<file path="config.mk">
export PLATFORM = sky130hd
export DESIGN_NAME = cascade_ack_vector
export DESIGN_NICKNAME = d
export VERILOG_FILES = /design/src/rtl/civ_pkg.sv /design/src/rtl/civ_ack_seq.sv /design/src/rtl/civ_cascade.sv /design/src/rtl/civ_vec_build.sv /design/src/rtl/cascade_ack_vector.sv
export SDC_FILE = /design/constraint.sdc
export NUM_CORES = 1
export LEC_CHECK = 0
export BUFFER_PORTS_ARGS = -buffer_cell sky130_fd_sc_hd__buf_2
export CAP_MARGIN = 20
export CORE_MARGIN = 2
export CORE_UTILIZATION = 47
export CTS_CLUSTER_SIZE = 30
export DETAILED_ROUTE_END_ITERATION = 16
export PLACE_DENSITY = 0.79
export SKIP_CTS_REPAIR_TIMING = 1
export SYNTH_ARGS = -nofsm -noshare
export SYNTH_HDL_FRONTEND = slang
export SYNTH_SLANG_ARGS = --single-unit
</file>
<file path="constraint.sdc">
create_clock -name clk -period 2.35 [get_ports clk]
set_clock_uncertainty 0.2 [all_clocks]
set_input_delay 0.3525 -clock clk [delete_from_list [all_inputs] [get_ports clk]]
set_output_delay 0.3525 -clock clk [all_outputs]
set_load 0.02 [all_outputs]
</file>
<file path="src/rtl/civ_pkg.sv">
package civ_pkg;

    localparam int LVL_W         = 3;
    localparam int NUM_IN        = 1 << LVL_W;
    localparam int DATA_W        = 8;
    localparam int ADDR_INTERVAL = 4;
    localparam int IVL_SHIFT     = $clog2(ADDR_INTERVAL);

    localparam logic [DATA_W-1:0] CALL_OPCODE = 8'hCD;

    typedef logic [LVL_W-1:0]  lvl_t;
    typedef logic [DATA_W-1:0] byte_t;

    typedef enum logic [1:0] {
        PH_IDLE = 2'd0,
        PH_1    = 2'd1,
        PH_2    = 2'd2,
        PH_3    = 2'd3
    } ack_phase_e;

    typedef struct packed {
        logic  oe;
        byte_t val;
    } bus_byte_t;

    function automatic ack_phase_e last_phase(input logic wide);
        return wide ? PH_2 : PH_3;
    endfunction

    function automatic byte_t call_low_byte(input lvl_t lvl);
        byte_t t;
        t = byte_t'(lvl) << IVL_SHIFT;
        return t;
    endfunction

    function automatic byte_t vect_byte(input byte_t base, input lvl_t lvl);
        return {base[DATA_W-1:LVL_W], lvl};
    endfunction

endpackage

</file>
<file path="src/rtl/civ_ack_seq.sv">
module civ_ack_seq
    import civ_pkg::*;
(
    input  logic       clk,
    input  logic       rst,
    input  logic       strobe_n,
    input  logic       wide_mode,
    output ack_phase_e phase,
    output logic       strobe_low,
    output logic       start_pulse,
    output logic       any_fall
);

    logic strobe_q;
    logic fall;
    logic rise;

    always_comb begin
        fall        = strobe_q & ~strobe_n;
        rise        = ~strobe_q & strobe_n;
        start_pulse = fall && (phase == PH_IDLE);
        any_fall    = fall;
        strobe_low  = ~strobe_q;
    end

    always_ff @(posedge clk) begin
        if (rst) begin
            strobe_q <= 1'b1;
            phase    <= PH_IDLE;
        end else begin
            strobe_q <= strobe_n;
            if (fall) begin
                unique case (phase)
                    PH_IDLE: phase <= PH_1;
                    PH_1:    phase <= PH_2;
                    PH_2:    phase <= wide_mode ? PH_2 : PH_3;
                    PH_3:    phase <= PH_3;
                endcase
            end else if (rise && (phase == last_phase(wide_mode))) begin
                phase <= PH_IDLE;
            end
        end
    end

    // a new sequence always starts at pulse one
    a_r9_start: assert property (@(posedge clk) disable iff (rst)
        (fall && phase == PH_IDLE) |=> (phase == PH_1));

    // release of the final pulse returns to idle
    a_r9_idle: assert property (@(posedge clk) disable iff (rst)
        (rise && phase == last_phase(wide_mode)) |=> (phase == PH_IDLE));

    // vectored mode never reaches a third pulse
    a_r7_two_pulses: assert property (@(posedge clk) disable iff (rst)
        (wide_mode && $stable(wide_mode) && phase != PH_3) |=> (phase != PH_3));

endmodule

</file>
<file path="src/rtl/civ_cascade.sv">
module civ_cascade
    import civ_pkg::*;
(
    input  logic              clk,
    input  logic              rst,
    input  logic              role_master,
    input  logic [NUM_IN-1:0] cfg,
    input  lvl_t              level,
    input  lvl_t              cas_in,
    input  logic              start_pulse,
    input  logic              any_fall,
    input  logic              active,
    output lvl_t              lvl_q,
    output logic              slaved,
    output logic              hit,
    output lvl_t              cas_out,
    output logic              cas_oe
);

    logic hit_q;

    always_ff @(posedge clk) begin
        if (rst) begin
            lvl_q <= '0;
            hit_q <= 1'b0;
        end else begin
            if (start_pulse) begin
                lvl_q <= level;
            end
            if (any_fall) begin
                hit_q <= (cas_in == cfg[LVL_W-1:0]);
            end
        end
    end

    always_comb begin
        slaved  = role_master & cfg[lvl_q];
        hit     = ~role_master & hit_q;
        cas_oe  = role_master & active;
        cas_out = cas_oe ? lvl_q : '0;
    end

    // cascade code holds steady through a sequence
    a_r2_cas_hold: assert property (@(posedge clk) disable iff (rst)
        (cas_oe && $past(cas_oe)) |-> $stable(cas_out));

    // captured level only reloads at a sequence start
    a_r10_latched: assert property (@(posedge clk) disable iff (rst)
        ($past(active) && $past(!start_pulse)) |-> $stable(lvl_q));

endmodule

</file>
<file path="src/rtl/civ_vec_build.sv">
module civ_vec_build
    import civ_pkg::*;
(
    input  ack_phase_e phase,
    input  logic       strobe_low,
    input  logic       role_master,
    input  logic       wide_mode,
    input  logic       slaved,
    input  logic       hit,
    input  lvl_t       lvl_q,
    input  byte_t      vec_base,
    output byte_t      data_out,
    output logic       data_oe
);

    bus_byte_t pick;

    always_comb begin
        pick = '0;
        if (phase != PH_IDLE && strobe_low) begin
            if (role_master) begin
                if (!wide_mode) begin
                    unique case (phase)
                        PH_1: pick = '{oe: 1'b1, val: CALL_OPCODE};
                        PH_2: if (!slaved) pick = '{oe: 1'b1, val: call_low_byte(lvl_q)};
                        PH_3: if (!slaved) pick = '{oe: 1'b1, val: vec_base};
                        default: pick = '0;
                    endcase
                end else if (phase == PH_2 && !slaved) begin
                    pick = '{oe: 1'b1, val: vect_byte(vec_base, lvl_q)};
                end
            end else if (hit) begin
                if (!wide_mode) begin
                    unique case (phase)
                        PH_2:    pick = '{oe: 1'b1, val: call_low_byte(lvl_q)};
                        PH_3:    pick = '{oe: 1'b1, val: vec_base};
                        default: pick = '0;
                    endcase
                end else if (phase == PH_2) begin
                    pick = '{oe: 1'b1, val: vect_byte(vec_base, lvl_q)};
                end
            end
        end
        data_oe  = pick.oe;
        data_out = pick.val;
    end

endmodule

</file>
<file path="src/rtl/cascade_ack_vector.sv">
module cascade_ack_vector
    import civ_pkg::*;
(
    input  logic              clk,
    input  logic              rst,
    input  logic              role_master,
    input  logic [NUM_IN-1:0] cascade_cfg,
    input  logic              wide_mode,
    input  logic [DATA_W-1:0] vec_base,
    input  logic [LVL_W-1:0]  irq_level,
    input  logic              ack_strobe_n,
    input  logic [LVL_W-1:0]  cas_in,
    output logic [LVL_W-1:0]  cas_out,
    output logic              cas_oe,
    output logic [DATA_W-1:0] data_out,
    output logic              data_oe
);

    ack_phase_e phase;
    logic       strobe_low;
    logic       start_pulse;
    logic       any_fall;
    lvl_t       lvl_q;
    logic       slaved;
    logic       hit;

    civ_ack_seq u_seq (
        .clk         (clk),
        .rst         (rst),
        .strobe_n    (ack_strobe_n),
        .wide_mode   (wide_mode),
        .phase       (phase),
        .strobe_low  (strobe_low),
        .start_pulse (start_pulse),
        .any_fall    (any_fall)
    );

    civ_cascade u_cas (
        .clk         (clk),
        .rst         (rst),
        .role_master (role_master),
        .cfg         (cascade_cfg),
        .level       (irq_level),
        .cas_in      (cas_in),
        .start_pulse (start_pulse),
        .any_fall    (any_fall),
        .active      (phase != PH_IDLE),
        .lvl_q       (lvl_q),
        .slaved      (slaved),
        .hit         (hit),
        .cas_out     (cas_out),
        .cas_oe      (cas_oe)
    );

    civ_vec_build u_vec (
        .phase       (phase),
        .strobe_low  (strobe_low),
        .role_master (role_master),
        .wide_mode   (wide_mode),
        .slaved      (slaved),
        .hit         (hit),
        .lvl_q       (lvl_q),
        .vec_base    (vec_base),
        .data_out    (data_out),
        .data_oe     (data_oe)
    );

    // data drive begins only after the strobe was sampled low
    a_r8_oe_rise: assert property (@(posedge clk) disable iff (rst)
        $rose(data_oe) |-> ($past(ack_strobe_n) == 1'b0));

    // data drive ends once the strobe was sampled high
    a_r8_oe_fall: assert property (@(posedge clk) disable iff (rst)
        ($past(ack_strobe_n) == 1'b1) |-> !data_oe);

    // the first call-mode byte from a master is the opcode
    a_r3_opcode: assert property (@(posedge clk) disable iff (rst)
        (role_master && !wide_mode && phase == PH_1 && data_oe) |-> (data_out == CALL_OPCODE));

    // a slave never drives on the first pulse
    a_r6_slave_first: assert property (@(posedge clk) disable iff (rst)
        (!role_master && phase == PH_1) |-> !data_oe);

    // a slave never drives the cascade bus
    a_r2_slave_cas: assert property (@(posedge clk) disable iff (rst)
        !role_master |-> !cas_oe);

endmodule

</file>
==> flow_summary.json, run 1 <==
{
  "slew_headroom_pct": 68.15,
  "tightestPinTransition_ps": 465.7,
  "rows": 16,
  "r2r-start": "u_seq.phase[0]",
  "grtUsageTotal_pct": 23.84,
  "core_um2": 1942,
  "area_growth_syn_to_layout_pct": 36.75,
  "hold-path-endpoint": "u_seq.strobe_q",
  "layout.cells.non_filler": 200,
  "place_ws_ps": 130.9,
  "wirelength_um": 2931,
  "critical_path_peak_fanout": 7,
  "synth_common_cells": "a21oi_1, nand2_1, nor2_1",
  "cts.sinks": 7,
  "grt_pass1_vias": 1082,
  "fillers": 171,
  "holdWs_ps": 146.2,
  "postPlaceCellArea_um2": 1214,
  "clkLatencyLatePin_ps": 240,
  "cts_buffers": 3,
  "cts_tree": "done",
  "cts_root_buf": "clkbuf_4",
  "postSynthCellCount": 129,
  "vias": 1146,
  "synth_fp_nets": 156,
  "endpoint_kind": "output pin",
  "synth.distinct_cells": 46,
  "start_util_pct": 49.10,
  "finalInstanceArea_um2": 1304,
  "vdd_drop_max_v": 0.0002793,
  "p_leak_uw": 0.0005656,
  "synth-warning-count": 0,
  "routed_via_density": 5.730,
  "htree_levels": 1,
  "layout-drive-gt1-share_pct": 42.20,
  "synth_ff_type": "dfxtp_1",
  "wl_per_cell_um": 14.66,
  "io_pins": 40,
  "cap_violations": 0,
  "p_per_area_nw_per_um2": 340.0,
  "grt_pass1_wl_um": 4609,
  "fin_crit_sh_pct": 98.68,
  "ff_latch_area_um2": 153.9,
  "synth_top_area_share_pct": 14.70,
  "hpwl_um": 2184,
  "fin_nets": 201,
  "hold_viol_final": 0,
  "crit_buf_inv": 1,
  "multiInputGateArea_um2": 757.0,
  "rrSetupSlack_ps": 590,
  "antenna_cells": 0,
  "hp-class": "input port to flip-flop",
  "rr_worst_depth": 5,
  "synthArstFlopShare_pct": 0,
  "whs_path_depth": 2,
  "overflow": 0,
  "ys_top_cells_by_area": "dfxtp_1, mux2i_1, a21oi_1",
  "die_area_um2": 2405,
  "die_y_um": 49.04,
  "ant_nets": 0,
  "synth_edf_count": 0,
  "globalplace.congestion": 0.8860,
  "drt-pass1-iter-count": 4,
  "outcome": "completed",
  "fin_ws_ps": 30.92,
  "drv_slew": 0,
  "period_needed_ps": 2319,
  "r2r_end": "u_cas.lvl_q[2]",
  "dp.cells": 194,
  "required_ps": 1800,
  "drtIter0Drc": 52,
  "final_util_pct": 67.14,
  "slowest_stage": "dfxtp_4",
  "synth_area_leader_cell": "dfxtp_1",
  "rsz0062_at_grt": "true",
  "grt_max_degree": 14,
  "synth_seq_area_share_pct": 14.70,
  "synth.avg_cell_area_um2": 7.391,
  "port_buffers": 39,
  "die_x_um": 49.04,
  "clk_path_buf_depth": 2,
  "critPathArrivalTime_ps": 1770,
  "cp-start-kind": "flip-flop",
  "max_stage_delay_ps": 370,
  "drc": 0,
  "antenna_found_initial": 0,
  "fmax_mhz": 431.2,
  "synth_area_um2": 953.4,
  "path_class": "flip-flop to output pin",
  "synth-seq-cells": 7,
  "clk_pin_slew_worst_paths_ps": 50,
  "cp_cell_sequence": "mux2_4 > o22ai_4 > o21ai_4 > a2111oi_4 > buf_4",
  "hold_start": "ack_strobe_n",
  "cp_top_family": "compound AO/OA/AOI/OAI gates",
  "setup_viol": 0
}
## logic make-up after synthesis
group | after synthesis | share of synthesized area, %
compound gates | 42 | 34.39
buf+inv | 16 | 8.266
mux | 10 | 11.15
xor+xnor | 3 | 2.756
simple gates | 51 | 28.74
flops | 7 | 14.70
## worst max path at each step
stage                        start          end  slack [ps]  cells past startpoint
floorplan           u_cas.lvl_q[0]  data_out[6]         130                      5
global placement    cascade_cfg[4]  data_out[1]         190                      6
detailed placement  u_cas.lvl_q[1]  data_out[1]         130                      5
CTS                 u_cas.lvl_q[0]  data_out[1]        -130                      5
global route        u_cas.lvl_q[0]  data_out[1]         -60                      5
finish              u_cas.lvl_q[0]  data_out[1]          30                      5
## per-stage QoR
step                setup TNS (ps)  power (uW)
floorplan                        0       260.8
global placement                 0       320.4
detailed placement               0       325.3
CTS                         -295.8       428.7
global route                -156.3       473.3
finish                           0       443.3
## registers in the layout, indices dropped and copies added (netlist names)
| signal | flops |
|---|---|
| u_cas.lvl_q | 3 |
| u_seq.phase | 2 |
| u_seq.strobe_q | 1 |
| u_cas.hit_q | 1 |
## report_power, final
part / total (uW) / internal (uW) / switching, uW / leakage, uW
Combinational: 196 / 96.0 / 99.7 / 0.000490
Clock: 103 / 64.4 / 38.5 / 0.0000150
Sequential: 145 / 127 / 17.9 / 0.0000604
Total: 443 / 287 / 156 / 0.000566
## area by class of cell
cell class                      count  share of cell area, %
Clock buffer                        4                  2.015
Inverter                            4                  1.152
Multi-Input combinational cell    106                  58.06
Sequential cell                     7                  11.80
Tap cell                           27                  2.591
Timing Repair Buffer               52                  24.38
## metal layers
layer | vias to the layer above | track usage, % | routed length, um
li1 | 559 | - | -
met3 | 4 | 2.147 | 207
met4 | 0 | 5.238 | 26
met5 | - | 0 | 0
met1 | 527 | 29.51 | 1180
met2 | 56 | 44.29 | 1517
## placed cells by master (no fill, tap or decap), types with 2 or more instances in the layout
cell,synthesis,final
a21oi_1,11,11
dfxtp_4,0,3
a31oi_1,2,2
dfxtp_1,7,2
o21ai_0,6,5
o21bai_1,2,2
nor2_1,10,10
inv_1,4,4
mux2_4,1,2
buf_6,1,2
mux2i_1,8,8
dfxtp_2,0,2
or2_2,2,2
nand2_1,11,11
clkbuf_4,0,3
nand2b_1,7,7
buf_2,5,37
nor2b_1,8,7
or3b_2,2,2
buf_4,1,12
a22o_1,3,3
xnor2_1,3,3
and3_1,4,4
a32oi_1,2,2
nand4_1,2,2
(Power assumes the default switching activity.)
==> inputs of run 2 (changes only) <==
ABC_AREA = 1   (was not set)
CORE_UTILIZATION = 46   (was 47)
SETUP_SLACK_MARGIN = 0.05   (was not set)
==> flow_summary.json, run 2 <==
{
  "area_growth_syn_to_layout_pct": 38.94,
  "antenna_found_initial": 0,
  "p_per_area_nw_per_um2": 366.2,
  "hold_viol_final": 0,
  "fmax_mhz": 443.2,
  "reg_top3": "u_cas.lvl_q: 3 flops, u_seq.phase: 2 flops",
  "drtIter0Drc": 58,
  "critical_path_peak_fanout": 7,
  "antenna_cells": 0,
  "top_register": "u_cas.lvl_q",
  "postSynthCellCount": 156,
  "rsz0062_at_grt": "true",
  "layout.cells.non_filler": 225,
  "fin_ws_ps": 93.76,
  "postPlaceCellArea_um2": 1071,
  "cap_violations": 0,
  "cts_tree": "done",
  "final_common_cell": "nand2_1",
  "synth.avg_cell_area_um2": 5.438,
  "cp_cell_sequence": "or2_1 > nand3_2 > nand3_4 > nand3_4 > nand2_2 > o21ai_1 > nand2_1 > a21oi_2 > buf_6",
  "dp.cells": 219,
  "drc": 0,
  "synth_area_um2": 848.3,
  "start_util_pct": 49.13,
  "outcome": "completed",
  "finalInstanceArea_um2": 1179,
  "rr_worst_depth": 6,
  "fin_crit_sh_pct": 96.01,
  "slew_headroom_pct": 80.45,
  "period_needed_ps": 2256,
  "die_y_um": 46.95,
  "wl_per_cell_um": 11.09,
  "grt_pass1_vias": 910,
  "die_area_um2": 2204,
  "cts_root_buf": "clkbuf_4",
  "slowest_stage": "dfxtp_4",
  "path_class": "flip-flop to output pin",
  "hp-class": "input port to flip-flop",
  "worstSetupStartpoint": "u_cas.lvl_q[0]",
  "place_ws_ps": 284.0,
  "synth_ff_type": "dfxtp_1",
  "required_ps": 1800,
  "top_layer_used": "met4",
  "synth-warning-count": 0,
  "wl_met1_um": 1104,
  "rrSetupSlack_ps": 890,
  "crit_buf_inv": 1,
  "dr_wl_met3_um": 118,
  "ys_top_cells_by_area": "nand2_1, dfxtp_1, inv_1",
  "endpoint_kind": "output pin",
  "synth_top_area_share_pct": 17.70,
  "drv_slew": 0,
  "hold_start": "rst",
  "synth_common_cells": "nand2_1, inv_1, nor2_1",
  "port_buffers": 39,
  "p_leak_uw": 0.0005883,
  "cp_common_cell": "nand3_4",
  "vias": 1165,
  "hpwl_um": 1980,
  "htree_levels": 1,
  "cts.sinks": 7,
  "r2r_end": "u_cas.lvl_q[2]",
  "vdd_drop_max_v": 0.0002521,
  "wirelength_um": 2496,
  "clk_path_buf_depth": 2,
  "grt_pass1_wl_um": 3801,
  "tightestPinTransition_ps": 292.2,
  "layout-drive-gt1-share_pct": 33.50,
  "yosysMostFrequentCell": "nand2_1",
  "routed_via_density": 5.178,
  "overflow": 0,
  "holdWs_ps": 103.1,
  "hold-path-endpoint": "u_seq.phase[1]",
  "synth_edf_count": 0,
  "globalplace.congestion": 0.9359,
  "clkLatencyLatePin_ps": 240,
  "setup_viol": 0,
  "cts_buffers": 3,
  "synth-seq-cells": 7,
  "synth_fp_nets": 183,
  "die_x_um": 46.95,
  "rows": 15,
  "layout_common_cells": "nand2_1, buf_2, inv_1, nor2_1",
  "grt_max_degree": 15,
  "dr_wl_met2_um": 1267,
  "io_pins": 40,
  "synth_area_leader_cell": "nand2_1",
  "cp-start-kind": "flip-flop",
  "whs_path_depth": 2,
  "final_util_pct": 68.26,
  "max_stage_delay_ps": 370,
  "grtUsageTotal_pct": 24.08,
  "core_um2": 1727,
  "critPathArrivalTime_ps": 1700,
  "largest_register_ffs": 3,
  "synthArstFlopShare_pct": 0,
  "fin_nets": 228,
  "ant_nets": 0,
  "r2r-start": "u_seq.phase[0]",
  "drt-pass1-iter-count": 4,
  "synth.distinct_cells": 26,
  "synth_seq_area_share_pct": 16.52,
  "clk_pin_slew_worst_paths_ps": 50,
  "cp_top_family": "simple AND/OR/NAND/NOR gates"
}
[run 2: cell types whose count changed after synthesis, sizes merged, moves of 11 or more]
| cell | delta |
|---|---|
| nand2 | +33 |
| inv | +22 |
| nand3 | +13 |
| nor2 | +11 |
[run 2: how the worst max path moves through the flow]
| stage | endpoint | slack, ps | depth (start not counted) |
|---|---|---|---|
| finish | data_out[7] | 90 | 9 |
| global route | data_out[7] | -6 | 9 |
| CTS | data_out[5] | 40 | 11 |
| detailed placement | data_out[7] | 280 | 11 |
| global placement | data_out[3] | 300 | 10 |
| floorplan | data_oe | 380 | 4 |
[run 2: area by class of cell]
class	count	area, um2
Clock buffer	4	26.28
Fill cell	162	548.0
Inverter	26	100.1
Multi-Input combinational cell	121	636.9
Sequential cell	7	150.1
Tap cell	25	31.28
Timing Repair Buffer	42	234.0
[run 2: layer usage]
metal,GRT usage (%),vias to the layer above
met1,32.56,524
met4,8.333,0
li1,-,596
met5,0,-
met2,40.00,43
met3,2.308,2
[run 2: cell families after synthesis]
kind of cell | Yosys count | synth area share (%)
flip-flops | 7 | 16.52
AND/OR/NAND/NOR | 86 | 45.87
buffers and inverters | 28 | 12.83
AO/OA/AOI/OAI | 32 | 21.68
XOR/XNOR | 3 | 3.098
[run 2: power breakdown]
part	leakage (uW)	switching [uW]	internal, uW
registers	0.0000599	15.3	130
logic	0.000513	110	71.2
clock network	0.0000150	40.4	64.5
total	0.000588	166	266
[run 2: through the flow]
step                power [uW]  TNS [ps]
finish                   431.6         0
global placement         305.4         0
floorplan                253.3         0
global route             467.9    -7.403
detailed placement       307.4         0
CTS                      415.7         0
==> inputs of run 3 (changes only) <==
CORE_UTILIZATION = 50   (was 46)
CTS_CLUSTER_DIAMETER = 120   (was not set)
PLACE_DENSITY = 0.84   (was 0.79)
SYNTH_HIERARCHICAL = 1   (was not set)
clock period = 2.8 ns   (was 2.35 ns; I/O delays follow)
==> flow_summary.json, run 3 <==
{
  "outcome": "completed",
  "crit_buf_inv": 3,
  "drtIter0Drc": 26,
  "clkLatencyLatePin_ps": 240,
  "tightestPinTransition_ps": 308.7,
  "synth.distinct_cells": 22,
  "cts.sinks": 7,
  "htree_levels": 1,
  "port_buffers": 39,
  "period_needed_ps": 2527,
  "die_x_um": 46.68,
  "antenna_cells": 0,
  "yosysMostFrequentCell": "nand2_1",
  "critical_path_peak_fanout": 7,
  "io_pins": 40,
  "hold_start": "rst",
  "top_register": "u_cas/lvl_q",
  "core_um2": 1727,
  "wirelength_um": 2503,
  "overflow": 0,
  "layout-drive-gt1-share_pct": 27.35,
  "synth_common_cells": "nand2_1, inv_1, nor2_1",
  "whs_path_depth": 2,
  "cts_root_buf": "clkbuf_4",
  "area_growth_syn_to_layout_pct": 26.51,
  "slew_headroom_pct": 79.39,
  "slowest_stage": "dfxtp_1",
  "layout.cells.non_filler": 248,
  "cts_tree": "done",
  "largest_register_ffs": 3,
  "grt_pass1_vias": 1018,
  "synth_top_area_share_pct": 23.49,
  "wl_per_cell_um": 10.09,
  "drc": 0,
  "ys_top_cells_by_area": "nand2_1, dfxtp_1, inv_1",
  "start_util_pct": 52.75,
  "setup_tns_ps": 0,
  "synth_edf_count": 0,
  "cp_top_family": "simple AND/OR/NAND/NOR gates",
  "clk_path_buf_depth": 2,
  "cp_cell_sequence": "inv_2 > nand2_1 > nand3_1 > nand2_1 > nor2_1 > nor2_2 > inv_1 > nand3_1 > nor2_1 > nand2_1 > nand2_1 > nor2_1 > nor2_1 > buf_2",
  "rsz0062_at_grt": "false",
  "postPlaceCellArea_um2": 1124,
  "synth_area_um2": 910.9,
  "grt_max_degree": 15,
  "hp-class": "input port to flip-flop",
  "ant_nets": 0,
  "fin_crit_sh_pct": 90.25,
  "grtUsageTotal_pct": 23.97,
  "cp-start-kind": "flip-flop",
  "final_common_cell": "nand2_1",
  "hpwl_um": 2034,
  "synth.avg_cell_area_um2": 5.005,
  "synthArstFlopShare_pct": 0,
  "rrSetupSlack_ps": 1380,
  "layout_common_cells": "nand2_1, buf_2, inv_1, nor2_1, nand3_1",
  "r2r-start": "u_seq/phase[0]",
  "synth_area_leader_cell": "nand2_1",
  "max_stage_delay_ps": 450,
  "die_area_um2": 2179,
  "holdWs_ps": 223.8,
  "antenna_found_initial": 0,
  "rows": 15,
  "dp.cells": 244,
  "fmax_mhz": 395.7,
  "reg_top3": "u_cas/lvl_q: 3 flops, u_seq/phase: 2 flops",
  "critPathArrivalTime_ps": 1910,
  "vdd_drop_max_v": 0.0002836,
  "synth_seq_area_share_pct": 15.38,
  "cts_buffers": 3,
  "setup_viol": 0,
  "hold-path-endpoint": "u_seq/phase[0]",
  "postSynthCellCount": 182,
  "endpoint_kind": "output pin",
  "synth_fp_nets": 209,
  "globalplace.congestion": 0.9407,
  "grt_pass1_wl_um": 3864,
  "path_class": "flip-flop to output pin",
  "drt-pass1-iter-count": 4,
  "p_leak_uw": 0.0006626,
  "synth-seq-cells": 7,
  "required_ps": 2180,
  "die_y_um": 46.68,
  "r2r_end": "u_cas/lvl_q[1]",
  "hold_viol_final": 0,
  "finalInstanceArea_um2": 1152,
  "p_per_area_nw_per_um2": 308.5,
  "synth_ff_type": "dfxtp_1",
  "synth-warning-count": 6,
  "final_util_pct": 66.74,
  "routed_via_density": 4.952,
  "vias": 1228,
  "rr_worst_depth": 6,
  "fin_nets": 251,
  "cap_violations": 0,
  "clk_pin_slew_worst_paths_ps": 50,
  "drv_slew": 0
}
[run 3: cell count changes in the layout (fill, tap and decap cells not counted), sizes merged, moves of 5 or more]
cell / previous run / this run
o21ai: 15 / 7
nand2: 44 / 64
a21oi: 13 / 8
nor2: 21 / 31
inv: 26 / 34
[run 3: worst max path at each step]
stage                               from          end  slack (ps)  cells past startpoint
final                     u_cas/lvl_q[0]  data_out[6]         270                     14
after global routing      u_cas/lvl_q[0]  data_out[4]          90                     12
after CTS                 u_cas/lvl_q[0]  data_out[6]         250                     14
after detailed placement  cascade_cfg[2]  data_out[6]         510                     15
after global placement    cascade_cfg[1]  data_out[6]         570                     15
after floorplan           cascade_cfg[1]  data_out[0]         720                     11
[run 3: cells by family (layout without fill, tap and decap cells)]
family,Yosys count,count (layout),synth area share [%]
AND/OR/NAND/NOR,116,116,54.26
AO/OA/AOI/OAI,21,21,13.46
buffers and inverters,38,79,16.89
flip-flops,7,7,15.38
[run 3: cell type report]
type | count | area [um2]
inverter | 35 | 132.6
tap | 25 | 31.28
timing repair buffer | 40 | 202.7
fill | 182 | 574.3
multi-input combinational | 137 | 619.3
clock buffer | 4 | 26.28
sequential | 7 | 140.1
[run 3: worst reg2reg max path, delay by kind of cell (launching register included)]
family | cells | cell delay (ps)
flops | 1 | 490
buf+inv | 2 | 240
simple gates | 3 | 230
compound gates | 1 | 170
[run 3: power by group]
group | switching (uW) | internal, uW
clock network | 35.5 | 54.3
registers | 12.8 | 108
logic | 90.8 | 54.2
total | 139 | 216
[run 3: through the flow]
step | setup slack, ps | power, uW
after floorplan | 717.2 | 219.0
after global placement | 568.5 | 260.6
after detailed placement | 509.8 | 264.6
after CTS | 245.9 | 354.2
after global routing | 88.61 | 379.6
final | 273.1 | 355.5
[run 3: routing by layer]
layer  vias up  share of wire, %  global-route usage [%]
met2        44                51                   45.56
met1       535                43                   27.91
met4         0              0.96                   6.111
met5         -                 0                       0
met3         4               5.2                   2.745
li1        645                 -                       -
